<file path="src/rtl/pwm_ld_pkg.sv">
package pwm_ld_pkg;

  parameter int unsigned BYTE_W = 8;
  localparam int unsigned WORD_W = 2 * BYTE_W;

  // Per-slot control strobes produced by the write decoder
  typedef struct packed {
    logic wr_upper;
    logic wr_lower;
    logic cancel;
  } slot_ctl_t;

endpackage

</file>
<file path="src/rtl/pwm_ld_rst_sync.sv">
module pwm_ld_rst_sync #(
  parameter int unsigned STAGES = 2
) (
  input  logic clk,
  input  logic rst_n,
  output logic rst_n_sync
);

  logic [STAGES-1:0] chain_q;

  always_ff @(posedge clk or negedge rst_n) begin
    if (!rst_n) begin
      chain_q <= '0;
    end else begin
      chain_q <= {chain_q[STAGES-2:0], 1'b1};
    end
  end

  assign rst_n_sync = chain_q[STAGES-1];

endmodule

</file>
<file path="src/rtl/pwm_ld_decode.sv">
module pwm_ld_decode
  import pwm_ld_pkg::*;
#(
  parameter int unsigned NUM_CH = 4,
  localparam int unsigned NSLOT = NUM_CH + 1,
  localparam int unsigned TGT_W = $clog2(NSLOT)
) (
  input  logic                   clk,
  input  logic                   rst_n,
  input  logic                   wr_en,
  input  logic                   wr_hi,
  input  logic [TGT_W-1:0]       wr_tgt,
  input  logic                   ctl_wr_main,
  input  logic [NUM_CH-1:0]      ctl_wr_ch,
  output slot_ctl_t [NSLOT-1:0]  slot_ctl
);

  logic [NSLOT-1:0] upper_vec;
  logic [NSLOT-1:0] lower_vec;

  always_comb begin
    for (int s = 0; s < NSLOT; s++) begin
      slot_ctl[s].wr_upper = wr_en && wr_hi  && (32'(wr_tgt) == s);
      slot_ctl[s].wr_lower = wr_en && !wr_hi && (32'(wr_tgt) == s);
      slot_ctl[s].cancel   = (s == 0) ? ctl_wr_main : ctl_wr_ch[(s == 0) ? 0 : s-1];
      upper_vec[s] = slot_ctl[s].wr_upper;
      lower_vec[s] = slot_ctl[s].wr_lower;
    end
  end

  // a single byte write reaches at most one buffer half
  assert_single_target_R1: assert property (@(posedge clk) disable iff (!rst_n)
    $countones({upper_vec, lower_vec}) <= 1);

  // no buffer strobe without a bus write
  assert_no_spurious_write_R1: assert property (@(posedge clk) disable iff (!rst_n)
    !wr_en |-> (upper_vec == '0 && lower_vec == '0));

endmodule

</file>
<file path="src/rtl/pwm_ld_slot.sv">
module pwm_ld_slot
  import pwm_ld_pkg::*;
(
  input  logic              clk,
  input  logic              rst_n,
  input  slot_ctl_t         ctl,
  input  logic [BYTE_W-1:0] wdata,
  input  logic              immediate,
  input  logic              period_end,
  output logic [WORD_W-1:0] act_o
);

  logic [WORD_W-1:0] shadow_q, shadow_d;
  logic [WORD_W-1:0] act_q, act_d;
  logic              upper_ok_q, upper_ok_d;
  logic              lower_ok_q, lower_ok_d;
  logic              pair_ready;
  logic              move;
  logic              shadow_en, act_en, flag_en;

  assign pair_ready = upper_ok_q && lower_ok_q;
  assign move       = pair_ready && (immediate || period_end) && !ctl.cancel;

  // Next-state logic
  always_comb begin
    shadow_d   = shadow_q;
    act_d      = act_q;
    upper_ok_d = upper_ok_q;
    lower_ok_d = lower_ok_q;
    if (move) begin
      act_d      = shadow_q;
      upper_ok_d = 1'b0;
      lower_ok_d = 1'b0;
    end
    if (ctl.cancel) begin
      upper_ok_d = 1'b0;
      lower_ok_d = 1'b0;
    end
    if (ctl.wr_upper) begin
      shadow_d[WORD_W-1:BYTE_W] = wdata;
      upper_ok_d                = !ctl.cancel;
    end
    if (ctl.wr_lower) begin
      shadow_d[BYTE_W-1:0] = wdata;
      lower_ok_d           = !ctl.cancel;
    end
  end

  assign shadow_en = ctl.wr_upper || ctl.wr_lower;
  assign act_en    = move;
  assign flag_en   = move || ctl.cancel || shadow_en;

  // Registers
  always_ff @(posedge clk or negedge rst_n) begin
    if (!rst_n) begin
      shadow_q   <= '0;
      act_q      <= '0;
      upper_ok_q <= 1'b0;
      lower_ok_q <= 1'b0;
    end else begin
      if (shadow_en) shadow_q <= shadow_d;
      if (act_en)    act_q    <= act_d;
      if (flag_en) begin
        upper_ok_q <= upper_ok_d;
        lower_ok_q <= lower_ok_d;
      end
    end
  end

  assign act_o = act_q;

  // without both bytes flagged the active value holds
  assert_hold_until_pair_R2: assert property (@(posedge clk) disable iff (!rst_n)
    !(upper_ok_q && lower_ok_q) |=> $stable(act_q));

  // a buffered register holds between period ends
  assert_wait_period_R4: assert property (@(posedge clk) disable iff (!rst_n)
    (!immediate && !period_end) |=> $stable(act_q));

  // cancel drops pending flags and any move
  assert_cancel_clears_R7: assert property (@(posedge clk) disable iff (!rst_n)
    (ctl.cancel && !ctl.wr_upper && !ctl.wr_lower) |=> (!upper_ok_q && !lower_ok_q && $stable(act_q)));

  // flags are empty after a move when no byte arrived alongside
  assert_flags_clear_R9: assert property (@(posedge clk) disable iff (!rst_n)
    (upper_ok_q && lower_ok_q && (immediate || period_end) && !ctl.wr_upper && !ctl.wr_lower)
      |=> (!upper_ok_q && !lower_ok_q));

  // a completed move loads the buffered word
  assert_move_value_R9: assert property (@(posedge clk) disable iff (!rst_n)
    (upper_ok_q && lower_ok_q && (immediate || period_end) && !ctl.cancel)
      |=> (act_q == $past(shadow_q)));

endmodule

</file>
<file path="src/rtl/pwm_shadow_loader.sv">
module pwm_shadow_loader
  import pwm_ld_pkg::*;
#(
  parameter int unsigned NUM_CH = 4,
  localparam int unsigned NSLOT = NUM_CH + 1,
  localparam int unsigned TGT_W = $clog2(NSLOT)
) (
  input  logic                     clk,
  input  logic                     rst_n,
  input  logic                     wr_en,
  input  logic                     wr_hi,
  input  logic [TGT_W-1:0]         wr_tgt,
  input  logic [BYTE_W-1:0]        wr_data,
  input  logic                     ctl_wr_main,
  input  logic [NUM_CH-1:0]        ctl_wr_ch,
  input  logic                     period_end,
  input  logic [NUM_CH-1:0]        ch_oc_mode,
  output logic [WORD_W-1:0]        mod_active,
  output logic [NUM_CH*WORD_W-1:0] ch_active
);

  logic                   rst_n_int;
  slot_ctl_t [NSLOT-1:0]  slot_ctl;
  logic [NSLOT-1:0]       slot_imm;
  logic [WORD_W-1:0]      slot_act [NSLOT];

  pwm_ld_rst_sync #(.STAGES(2)) i_rst_sync (
    .clk        (clk),
    .rst_n      (rst_n),
    .rst_n_sync (rst_n_int)
  );

  pwm_ld_decode #(.NUM_CH(NUM_CH)) i_decode (
    .clk         (clk),
    .rst_n       (rst_n_int),
    .wr_en       (wr_en),
    .wr_hi       (wr_hi),
    .wr_tgt      (wr_tgt),
    .ctl_wr_main (ctl_wr_main),
    .ctl_wr_ch   (ctl_wr_ch),
    .slot_ctl    (slot_ctl)
  );

  // Slot 0 (modulus) always waits for the period end
  assign slot_imm = {ch_oc_mode, 1'b0};

  for (genvar s = 0; s < NSLOT; s++) begin : g_slot
    pwm_ld_slot i_slot (
      .clk        (clk),
      .rst_n      (rst_n_int),
      .ctl        (slot_ctl[s]),
      .wdata      (wr_data),
      .immediate  (slot_imm[s]),
      .period_end (period_end),
      .act_o      (slot_act[s])
    );
  end

  assign mod_active = slot_act[0];

  for (genvar c = 0; c < NUM_CH; c++) begin : g_out
    assign ch_active[c*WORD_W +: WORD_W] = slot_act[c+1];
  end

  // with no period end, buffered (non-immediate) registers hold together
  assert_modulus_sync_R6: assert property (@(posedge clk) disable iff (!rst_n_int)
    !period_end |=> $stable(mod_active));

endmodule

</file>
<file path="config.mk">
export PLATFORM = sky130hd
export DESIGN_NAME = pwm_shadow_loader
export DESIGN_NICKNAME = d
export VERILOG_FILES = /design/src/rtl/pwm_ld_pkg.sv /design/src/rtl/pwm_ld_rst_sync.sv /design/src/rtl/pwm_ld_decode.sv /design/src/rtl/pwm_ld_slot.sv /design/src/rtl/pwm_shadow_loader.sv
export SDC_FILE = /design/constraint.sdc
export NUM_CORES = 1
export LEC_CHECK = 0
export ABC_AREA = 1
export ABC_CLOCK_PERIOD_IN_PS = 11300
export BUFFER_PORTS_ARGS = -buffer_cell sky130_fd_sc_hd__buf_2
export CORE_MARGIN = 2
export CORE_UTILIZATION = 40
export DETAILED_ROUTE_END_ITERATION = 6
export GPL_ROUTABILITY_DRIVEN = 0
export SETUP_SLACK_MARGIN = 0.1
export SLEW_MARGIN = 20
export SYNTH_ARGS = -nofsm -noshare
export SYNTH_HDL_FRONTEND = slang
export SYNTH_HIERARCHICAL = 1
export SYNTH_SLANG_ARGS = --single-unit
</file>
<file path="constraint.sdc">
create_clock -name clk -period 11.3 [get_ports clk]
set_input_delay 2.26 -clock clk [delete_from_list [all_inputs] [get_ports clk]]
set_output_delay 2.26 -clock clk [all_outputs]
set_load 0.02 [all_outputs]
</file>
======== Yosys cells after proc, flatten, opt, wreduce, memory -nomap -nowiden ========
Cells that the tools add are included.
operators by class
  equal/unequal tests ..................... 4
  reduce and logical (&&, ||, !) cells .... 83
  muxes and demuxes ....................... 20
operators by type and width
  operator              count
  $reduce_and A2 Y1     20
  $reduce_bool A3 Y1    10
  $logic_and A1 B1 Y1   27
  $mux W1               20
  $logic_or A1 B1 Y1    19
  $eq A3 B2 Y1 const B  2
  $logic_not A1 Y1      6
  $eq A3 B1 Y1 const B  1
  $eq A3 B3 Y1 const B  1
  $logic_not A3 Y1      1
storage, ports and cells
  output and inout port bits .............. 80
  logic and storage cells ................. 133
  bits of input ports ..................... 25
  flip-flop bits (word level) ............. 172

======== Depth between registers and ports, before layout ========
  depth after elaboration ................. 6
  depth in mapped cells ................... 7
  depth with buffers taken out ............ 6

======== Hierarchy ========
Netlist, hierarchy kept.
by module, submodules not included
  module             cells each  sequential area each (µm²)  area an instance (µm²)  instances
  pwm_ld_slot        148         850.8                       1312.5                  5
  pwm_ld_decode      27          0.0                         126.4                   1
  pwm_ld_rst_sync    3           50.0                        53.8                    1
  pwm_shadow_loader  1           0.0                         3.8                     1

======== Least setup slack after synthesis ========
No wires, ideal clock.
  kind .................................... input to register
  from .................................... in wr_tgt[2]
  to ...................................... reg g_slot[1].i_slot.shadow_q[0]
  path slack .............................. 8.203 ns
  arrival time ............................ 2.979 ns
  stages on the path ...................... 7
  buffers on the path ..................... 1
  cell sequence ........................... inv_1 > nand3_1 > nor2_1 > buf_2 > clkinv_1 > nand2_1 > nand2_1
RTL lines
  element                 line                     source
  start: declaration      pwm_shadow_loader.sv:12  input logic [TGT_W-1:0] wr_tgt,
  end signal: assignment  pwm_ld_slot.sv:61        if (shadow_en) shadow_q <= shadow_d;
  end: declaration        pwm_ld_slot.sv:13        logic [WORD_W-1:0] shadow_q, shadow_d;

==> run_results.csv <==
group,metric,value,unit
status,run_status,"complete, no violations",
synth,synth_cells,771,
worst_hold_path,min_path_type,"register to async pin",
die,fp.dieW,134,um
synth,seq_area_frac_synth,63.8,%
route,ant_nets,0,
synth,async_reset_ff_share,100,%
power,power.density,178,nW/um2
die,core_area,16500,um2
global_routing,first_global_vias,4703,
route,wire_per_inst,13.9,um
sta,tightest_slew,735,ps
synth,yosys_most_used_dff,"dfrtp_1",
power,p_sw_share,23.7,%
sta,whs,169,ps
global_routing,antenna_found_initial,0,
sta,rsz0062_at_grt,"false",
sta,finClkSkew,5.56,ps
layout,fillerInstances,1627,
power,power.switching,0.339,mW
die,io-pin-count,105,
setup_path,worst-path-buf-inv,3,
synth,synth_top_area_share,63.8,%
synth,ys_seq_elements,172,
cts,cts_sinks,172,
setup_path,rr_worst_depth,6,
setup_path,crit_chain,"buf_2, inv_1, nand2_1, nor2_1, clkinv_1, a21oi_1",
power,pwr-share-clk,43.8,%
synth,synth_commonest_cells,"nand2_1 (504), dfrtp_1 (172), inv_1 (14)",
route,drtIter0Drc,362,
synth,synth_area,6750,um2
setup_path,critPathTopFamily,"simple AND/OR/NAND/NOR gates",
layout,nNetsFinal,897,
die,die_area,17900,um2
setup_path,reg2reg_from,"g_slot[2].i_slot/upper_ok_q",
setup_path,worst_r2r_endpoint,"g_slot[2].i_slot/act_o[11]",
sta,slew_violations,0,
setup_path,endpoint_kind,"register",
cts,cts_hold_buf,0,
setup_path,slowest_stage,"nor2_1",
power,intPower,1.09,mW
global_routing,grtUsageTotal,17.8,%
setup_path,rrSetupSlack,10140,ps
cts,post_cts_buffers,0,
power,power_frac_seq,49.9,%
synth,synth_most_common_cell,"nand2_1",
die,die_y,134,um
sta,finalHoldViolations,0,
placed_design,io_buffers,104,
setup_path,critPathMaxStageDelay,560,ps
power,p_leak,4.70,nW
power,combPwrFrac,6.3,%
sta,min_period,3450,ps
sta,fmax,290,MHz
sta,min_period_over_period,30.5,%
synth,synth_warnings,6,
cts,htree_levels,4,
route,viasPerCell,4.56,
power,peakVddDrop,0.113,mV
layout,area_growth,19.3,%
setup_path,worstSetupPathType,"primary input to register",
synth,syn_area_per_cell,8.75,um2
layout,layout-drive-gt1-share,18.2,%
sta,setup_violations,0,
setup_path,worst_ep_arrival_time,3790,ps
synth,synth_area_leaders,"dfrtp_1 (64%), nand2_1 (28%), buf_4 (1.1%)",
synth,synth_top_area_cell,"dfrtp_1",
sta,setup_tns,0,ps
synth,synth_edf_count,0,
setup_path,crit_required,11650,ps
route,routed_wirelength,15400,um
global_routing,grt_max_degree,83,
synth,synth_fp_nets,796,
die,fp-row-count,47,
flow_run,cap_violations,0,
global_routing,grt.overflow.total,0,
setup_path,crit_fanout,9,
layout,diodes,0,
cts,cts-root-buf,"clkbuf_16",
die,start_util,40.8,%
cts,ctsLongestPathBuffers,2,
cts,cts_tree,"done",
global_routing,grt_pass1_wl,24600,um
cts,clock_latency,430,ps
synth,yosys.cell_types.count,16,
setup_path,start_kind,"primary input",
route,first_pass_iters,4,
cts,clkTransAtPathRegs,70,ps
route,vias,5041,
route,drc,0,
placed_design,hpwlAfterDp,10200,um
cts,cts-resized-gates,0,
cts,numCtsBuffers,17,
sta,max_slew_margin,51.0,%
[registers in the layout (all words and copies together) (netlist names)]
register / flops
g_slot.i_slot/act_o: 80
g_slot.i_slot/shadow_q: 80
g_slot.i_slot/lower_ok_q: 5
g_slot.i_slot/upper_ok_q: 5
i_rst_sync/chain_q: 2
[layout by cell type (no fill, tap or decap), types with 4 or more instances in the layout]
| cell | netlist | routed |
|---|---|---|
| nor2_4 | 5 | 5 |
| bufinv_16 | 0 | 4 |
| clkbuf_16 | 0 | 17 |
| dfrtp_1 | 172 | 171 |
| nand2_2 | 5 | 5 |
| nand2_1 | 504 | 504 |
| buf_2 | 10 | 104 |
| clkinv_1 | 10 | 10 |
| inv_2 | 5 | 5 |
| nand3b_2 | 5 | 5 |
| inv_1 | 14 | 14 |
| nor2_1 | 10 | 10 |
| a21oi_1 | 10 | 10 |
[power groups by stage]
stage	Combinational (mW)	Sequential, mW	Clock [mW]
4_1_cts	0.0913	0.715	0.641
5_1_grt	0.106	0.721	0.663
3_5_place_dp	0.0908	0.724	0
3_3_place_gp	0.0867	0.726	0
6_report	0.0900	0.714	0.627
2_1_floorplan	0.0535	0.724	0
[per-layer routing]
metal / share of wire (%) / track usage (%) / vias to the layer above
met5: 0 / 0 / -
met1: 45 / 25.5 / 2396
met3: 6.0 / 4.01 / 15
met2: 48 / 27.1 / 114
met4: 1.3 / 5.79 / 0
li1: - / - / 2516
[stage by stage]
stage | util [%] | setup slack, ps | power (mW) | std cells | instance area (um2)
3_3_place_gp | 44.7 | 7430 | 0.812 | 1072 | 7380
5_1_grt | 48.7 | 7680 | 1.49 | 1105 | 8050
4_1_cts | 48.5 | 7860 | 1.45 | 1104 | 8020
6_report | 48.7 | 7850 | 1.43 | 1105 | 8050
3_5_place_dp | 44.7 | 7410 | 0.815 | 1072 | 7380
2_1_floorplan | - | 6150 | 0.778 | 771 | 6750
[how the worst max path moves through the flow]
stage          slack, ps  cells after the start                  start                           end
6_report            7850                      6                  wr_hi   g_slot[2].i_slot/lower_ok_q
4_1_cts             7860                      6              wr_tgt[1]   g_slot[0].i_slot/upper_ok_q
2_1_floorplan       6150                      0  i_rst_sync/chain_q[1]     g_slot[0].i_slot/act_o[0]
5_1_grt             7680                      7                  wr_hi  g_slot[4].i_slot/shadow_q[3]
3_3_place_gp        7430                      7                  wr_hi  g_slot[3].i_slot/shadow_q[7]
3_5_place_dp        7410                      6              wr_tgt[1]   g_slot[4].i_slot/upper_ok_q
[cell type report]
cell class | count | area [um2] | area share [%]
sequential | 172 | 4310 | 53.5
multi-input combinational | 545 | 2150 | 26.7
timing repair buffer | 107 | 567 | 7.04
clock buffer | 19 | 453 | 5.63
tap | 220 | 275 | 3.42
clock inverter | 13 | 188 | 2.33
inverter | 29 | 109 | 1.35
[kinds of logic (layout without fill, tap and decap cells)]
logic type             count (synthesis)  count (layout)  synth area share (%)
flip-flops                           172             172                  63.8
AND/OR/NAND/NOR                      533             533                  31.0
AO/OA/AOI/OAI                         10              10                 0.742
buffers and inverters                 54             168                  4.30
other                                  2               2                 0.111
(Power assumes the default switching activity.)
